$ cat config.mk
export PLATFORM = sky130hd
export DESIGN_NAME = ws_gate
export DESIGN_NICKNAME = d
export VERILOG_FILES = /design/src/rtl/ws_gate_pkg.sv /design/src/rtl/ws_gate_classify.sv /design/src/rtl/ws_gate_fsm.sv /design/src/rtl/ws_gate.sv
export SDC_FILE = /design/constraint.sdc
export NUM_CORES = 1
export LEC_CHECK = 0
export ABC_AREA = 1
export CAP_MARGIN = 20
export CORE_AREA = 4 4 41 43
export DETAILED_ROUTE_END_ITERATION = 10
export DIE_AREA = 0 0 45 47
export GPL_TIMING_DRIVEN = 0
export HOLD_SLACK_MARGIN = 0.08
export SLEW_MARGIN = 20
export SYNTH_ARGS = -nofsm -noshare
export SYNTH_HDL_FRONTEND = slang
export SYNTH_SLANG_ARGS = --single-unit
$ cat constraint.sdc
create_clock -name clk -period 0.8 [get_ports clk]
set_input_delay 0.24 -clock clk [delete_from_list [all_inputs] [get_ports clk]]
set_output_delay 0.24 -clock clk [all_outputs]
set_load 0.02 [all_outputs]
$ cat src/rtl/ws_gate_pkg.sv
package ws_gate_pkg;

    // Number of memory regions with their own pair of enables.
    localparam int unsigned NUM_REGIONS = 2;
    // Enables per region: fetch, then data read/write.
    localparam int unsigned EN_PER_REGION = 2;
    localparam int unsigned CFG_W = NUM_REGIONS * EN_PER_REGION;
    localparam int unsigned REGION_IDX_W = (NUM_REGIONS > 1) ? $clog2(NUM_REGIONS) : 1;

    // Position of each enable inside a region's pair.
    localparam int unsigned EN_FETCH = 0;
    localparam int unsigned EN_DATA  = 1;

    typedef enum logic [1:0] {
        ST_DRAIN   = 2'd0,  // waiting for mreq_n to be released
        ST_ARMED   = 2'd1,  // ready to classify the next memory cycle
        ST_STRETCH = 2'd2   // wait line held low for one clock
    } gate_state_t;

    typedef struct packed {
        logic                    valid;   // some region is selected
        logic [REGION_IDX_W-1:0] region;  // winning region index
        logic                    fetch;   // opcode-fetch cycle
        logic                    needs;   // selected enable bit is set
    } cycle_class_t;

endpackage

$ cat src/rtl/ws_gate_classify.sv
module ws_gate_classify
    import ws_gate_pkg::*;
(
    input  logic [NUM_REGIONS-1:0] region_sel,
    input  logic                   m1_n,
    input  logic [CFG_W-1:0]       cfg,
    output cycle_class_t           cls
);

    // Enable bit that applies to each region for the current cycle type.
    logic [NUM_REGIONS-1:0] region_en;

    genvar r;
    generate
        for (r = 0; r < NUM_REGIONS; r++) begin : g_region
            localparam int unsigned BASE = r * EN_PER_REGION;
            assign region_en[r] = (!m1_n) ? cfg[BASE + EN_FETCH]
                                          : cfg[BASE + EN_DATA];
        end
    endgenerate

    // Lowest-numbered selected region wins (read-only block is region 0).
    always_comb begin
        cls.valid  = 1'b0;
        cls.region = '0;
        cls.fetch  = !m1_n;
        cls.needs  = 1'b0;
        for (int i = NUM_REGIONS - 1; i >= 0; i--) begin
            if (region_sel[i]) begin
                cls.valid  = 1'b1;
                cls.region = REGION_IDX_W'(i);
                cls.needs  = region_en[i];
            end
        end
    end

endmodule

$ cat src/rtl/ws_gate_fsm.sv
module ws_gate_fsm
    import ws_gate_pkg::*;
(
    input  logic         clk,
    input  logic         rst_n,
    input  logic         mreq_n,
    input  logic         strobe,     // rd or wr active
    input  cycle_class_t cls,
    output logic         wait_n
);

    gate_state_t state_q;
    gate_state_t state_d;

    logic detect;
    assign detect = !mreq_n && strobe;

    // Next-state logic.
    always_comb begin
        state_d = state_q;
        unique case (state_q)
            ST_DRAIN: begin
                if (mreq_n) state_d = ST_ARMED;
            end
            ST_ARMED: begin
                if (detect) begin
                    if (cls.valid && cls.needs) state_d = ST_STRETCH;
                    else                        state_d = ST_DRAIN;
                end
            end
            ST_STRETCH: begin
                state_d = ST_DRAIN;
            end
            default: state_d = ST_DRAIN;
        endcase
    end

    // State register; reset lands in DRAIN so a cycle in flight is skipped.
    always_ff @(posedge clk or negedge rst_n) begin
        if (!rst_n) state_q <= ST_DRAIN;
        else        state_q <= state_d;
    end

    // Output decode.
    always_comb begin
        unique case (state_q)
            ST_STRETCH: wait_n = 1'b0;
            ST_DRAIN,
            ST_ARMED:   wait_n = 1'b1;
            default:    wait_n = 1'b1;
        endcase
    end

endmodule

$ cat src/rtl/ws_gate.sv
module ws_gate
    import ws_gate_pkg::*;
(
    input  logic             clk,
    input  logic             rst_n,
    input  logic             mreq_n,
    input  logic             m1_n,
    input  logic             rd_n,
    input  logic             wr_n,
    input  logic             rom_sel,
    input  logic             ram_sel,
    input  logic [CFG_W-1:0] wait_cfg,
    output logic             wait_n
);

    logic [NUM_REGIONS-1:0] region_sel;
    cycle_class_t           cls;
    logic                   strobe;

    assign region_sel = {ram_sel, rom_sel};
    assign strobe     = !rd_n || !wr_n;

    ws_gate_classify u_classify (
        .region_sel (region_sel),
        .m1_n       (m1_n),
        .cfg        (wait_cfg),
        .cls        (cls)
    );

    ws_gate_fsm u_fsm (
        .clk    (clk),
        .rst_n  (rst_n),
        .mreq_n (mreq_n),
        .strobe (strobe),
        .cls    (cls),
        .wait_n (wait_n)
    );

endmodule

* Yosys cells after proc, flatten, opt, wreduce, memory -nomap -nowiden *
Index checks and enable logic that the tools add are counted.

storage, ports and cells
  bits in registers = 2
  input port bits = 12
  output and inout port bits = 1
  logic and storage cells = 24

operators by class
  eq/ne operators = 4
  mux-type cells = 11
  reduce and logical (&&, ||, !) cells = 8

operators by type and width
  cell                                                 number
  2-to-1 mux 2 bit                                     5
  2-to-1 mux 1 bit                                     5
  one-hot mux 2 bit (2 select lines)                   1
  logical NOT 1 bit                                    3
  equality test 2 x 1 -> 1 bit, second input constant  1
  equality test 2 bit, second input constant           1
  logical AND 1 bit                                    2
  logical NOT 2 bit                                    1
  != test 2 x 1 -> 1 bit, second input constant        1
  != test 2 bit, second input constant                 1
  AND reduction 2 bit                                  1
  logical OR 1 bit                                     1

* Depth between registers and ports, before layout *
  depth after elaboration = 7
  mapped depth = 4
  depth with buffers taken out = 4

* Modules after synthesis *
From an unflattened synthesis, not the netlist that was laid out.

unflattened totals
  cell total of the unflattened synthesis = 29
  area total of the unflattened synthesis = 167.7 µm²

modules (own cells, without submodules)
  module            instances  cells each  area each (µm²)  seq. area each (µm²)
  ws_gate_fsm       1          13          95.1             50.0
  ws_gate_classify  1          15          68.8             0.0
  ws_gate           1          1           3.8              0.0

* Least setup slack after synthesis *
No wires, ideal clock.

  kind = reg2out
  start = reg u_fsm.state_q[0]
  end = out wait_n
  data arrival time = 542 ps
  setup slack = 18 ps
  stages on the path, launching flop included = 3
  path through = dfrtp_1 > inv_1 > nand2_1

on the way
  longest elaborated chain between the ends = 2

ends and longest elaborated chain
  item                    RTL line           text
  from (decl)             ws_gate_fsm.sv:12  gate_state_t state_q;
  from (signal assigned)  ws_gate_fsm.sv:41  else state_q <= state_d;
  equality test 2 bit     ws_gate_fsm.sv:46  unique case (state_q)
  2-to-1 mux 1 bit        ws_gate_fsm.sv:46
  to (decl)               ws_gate.sv:13      output logic wait_n

No other way between the ends.

* Worst setup path after layout *
Same ends and word-level chain as after synthesis.

==> results.toml <==
[clock_network]
clkTransAtPathRegs_ns = 0.03
clk_latency_ns = 0.22
cts_tree = "built"
cts_buffers = 3
cts_buffer_depth = 2
htreeDepth = 1
ctsRootBufferMaster = "clkbuf_4"
ctsHoldBuffers = 0
clock-sinks = 2

[drt]
dr.first_iter.drc_count = 0
vias_per_cell = 3.482
drc = 0
drt-wirelength-per-cell_um = 7.804
dr.pass1.iters = 1
ant_nets = 0
vias = 195
wl_um = 437

[sta]
clock_skew_ns = 0.003733
min_period_over_period_pct = 135.0
tightest_slew_ns = 0.1162
finalMaxSlewViolations = 0
layout_setup_ws_ns = -0.2802
hold_viol_final = 0
setup_violations = 2
period_needed_ns = 1.080
slew_headroom_pct = 92.25
rsz0062_at_grt = "true"
fmax_ghz = 0.9258
setup-tns-final_ns = -0.3305

[pwr]
intPower_mw = 0.3404
power.total_mw = 0.4354
seqPwrFrac_pct = 26.1
irDropWorstVdd_v = 0.0004177
clkPwrFrac_pct = 50.6
p_leak_nw = 0.1694
power.share.combinational_pct = 23.3
p_sw_mw = 0.09498
swShare_pct = 21.81
powerDensity_mw_per_mm2 = 1381

[cells_and_area]
multi_input_area_sq_um = 62.56
drive_gt1_share_pct = 19.51
reg_top3 = "u_fsm.state_q (2)"
largest_register_ffs = 2
final_cell_mix = "inv_1, clkdlybuf4s50_1, nand2_1"
nNetsFinal = 55
fill_cells = 154
largest-register = "u_fsm.state_q"
regArea_sq_um = 50.05
area_growth_pct = 125.0
diodes = 0
design_area_sq_um = 315.3

[setup_path]
start_kind = "flip-flop"
criticalPathCategory = "flip-flop to primary output"
cp.arrival_ns = 0.84
critPathSlowestCell = "dfrtp_1"
critPathRequiredTime_ns = 0.56
max_stage_delay_ns = 0.38
cp_max_fo = 2
critPathCaptureType = "primary output"
crit_chain = "inv_2 > nand2_2 > buf_6"

[floorplanning]
initial_core_util_pct = 10.77
design.portCount = 13
die_area_sq_mm = 0.002115
die_x_um = 45
core-area_sq_mm = 0.001301
dieHeight_um = 47
rows = 13

[logic_synthesis]
synth.avg_cell_area_sq_um = 5.839
synthDominantCellAreaShare_pct = 35.71
synth_area_leader_cell = "dfrtp_1"
yosys_register_bits = 2
syn_area_sq_um = 140.1
synth_top_cells_by_area = "dfrtp_1, inv_1, nand2_1"
yosysWarningCount = 0
synth.distinct_cells = 6
syn_nets = 36
synthCells = 24
seq_area_frac_synth_pct = 35.71

[placement]
io_buffer_count = 12
place_area_sq_um = 279.0
dp_hpwl_um = 317.2
post-place-ws_ns = -0.4748
gp_congestion = 0.6702

[global_routing]
antenna_found_initial = 0
overflow = 0
grt_max_degree = 4
grt_pass1_vias = 189
track_usage_pct = 4.976
grt_first_pass_wirelength_um = 655

[run]
cap_violations = 0

[outcome]
outcome = "complete, but fails checks"
violations = "setup timing"

[min_path]
hold_path_class = "primary input to asynchronous set/reset pin"
## cells by family (layout without fill, tap and decap cells)
group                  after synthesis  count (layout)  share of synthesized area [%]
flip-flops                           2               2                          35.72
buffers and inverters                8              25                          21.43
AO/OA/AOI/OAI                        2               2                          7.143
AND/OR/NAND/NOR                     12              12                          35.72
## worst max-delay path, delay by kind of cell, from the launching register on
family                 cells  cell delay (ns)
buffers and inverters      2             0.19
flip-flops                 1             0.38
AND/OR/NAND/NOR            1             0.05
## synthesized netlist by cell type
cell type  instances
a21oi_1            2
nor2_1             2
nand3_1            4
inv_1              8
dfrtp_1            2
nand2_1            6
## stage by stage
stage | util [%] | hold WS (ns) | instances
finish | 24.23 | 0.1787 | 56
global route | 24.23 | 0.1672 | 56
CTS | 23.46 | 0.1698 | 55
detailed placement | 21.44 | 0.4102 | 51
global placement | 21.44 | 0.4125 | 51
floorplan | - | -0.05559 | 24
## power by group through the flow
stage	Sequential, mW	Combinational (mW)	Clock (mW)
after floorplan	0.113	0.0295	0
after global placement	0.113	0.0935	0
after detailed placement	0.113	0.0935	0
after CTS	0.112	0.0942	0.233
after global routing	0.115	0.112	0.249
final	0.114	0.101	0.220
## timing repair
item | CTS | global route
buffers inserted | 1 | 1
setup endpoints to repair | 2 | 3
resized for setup | 10 | 2
pin swaps | 4 | 0
## per-layer routing
layer / GRT usage, % / wire (um) / vias up
met5: 0 / 0 / -
met4: 7.018 / 0 / 0
met3: 3.448 / 54 / 0
met2: 6.780 / 215 / 8
met1: 4.091 / 167 / 82
li1: - / - / 105
## layout make-up
type	instances	share of cell area [%]
clock buffer	3	7.143
inverter	8	9.524
multi-input combinational	14	19.84
sequential	2	15.87
tap	15	5.952
timing repair buffer	14	41.67
## final timing paths
check	start	endpoint	slack (ns)	cells after the start
setup / recovery	u_fsm.state_q[0]$_DFFE_PN0P_	wait_n	-0.28	3
hold / removal	rst_n	u_fsm.state_q[0]$_DFFE_PN0P_	0.18	1
setup reg to reg	u_fsm.state_q[0]$_DFFE_PN0P_	u_fsm.state_q[1]$_DFFE_PN0P_	-0.05	5
hold reg to reg	u_fsm.state_q[1]$_DFFE_PN0P_	u_fsm.state_q[0]$_DFFE_PN0P_	0.47	1
max in group asynchronous	rst_n	u_fsm.state_q[1]$_DFFE_PN0P_	0.50	1
min in group clk	u_fsm.state_q[1]$_DFFE_PN0P_	u_fsm.state_q[0]$_DFFE_PN0P_	0.47	1
Power figures use the tool's default switching activity.
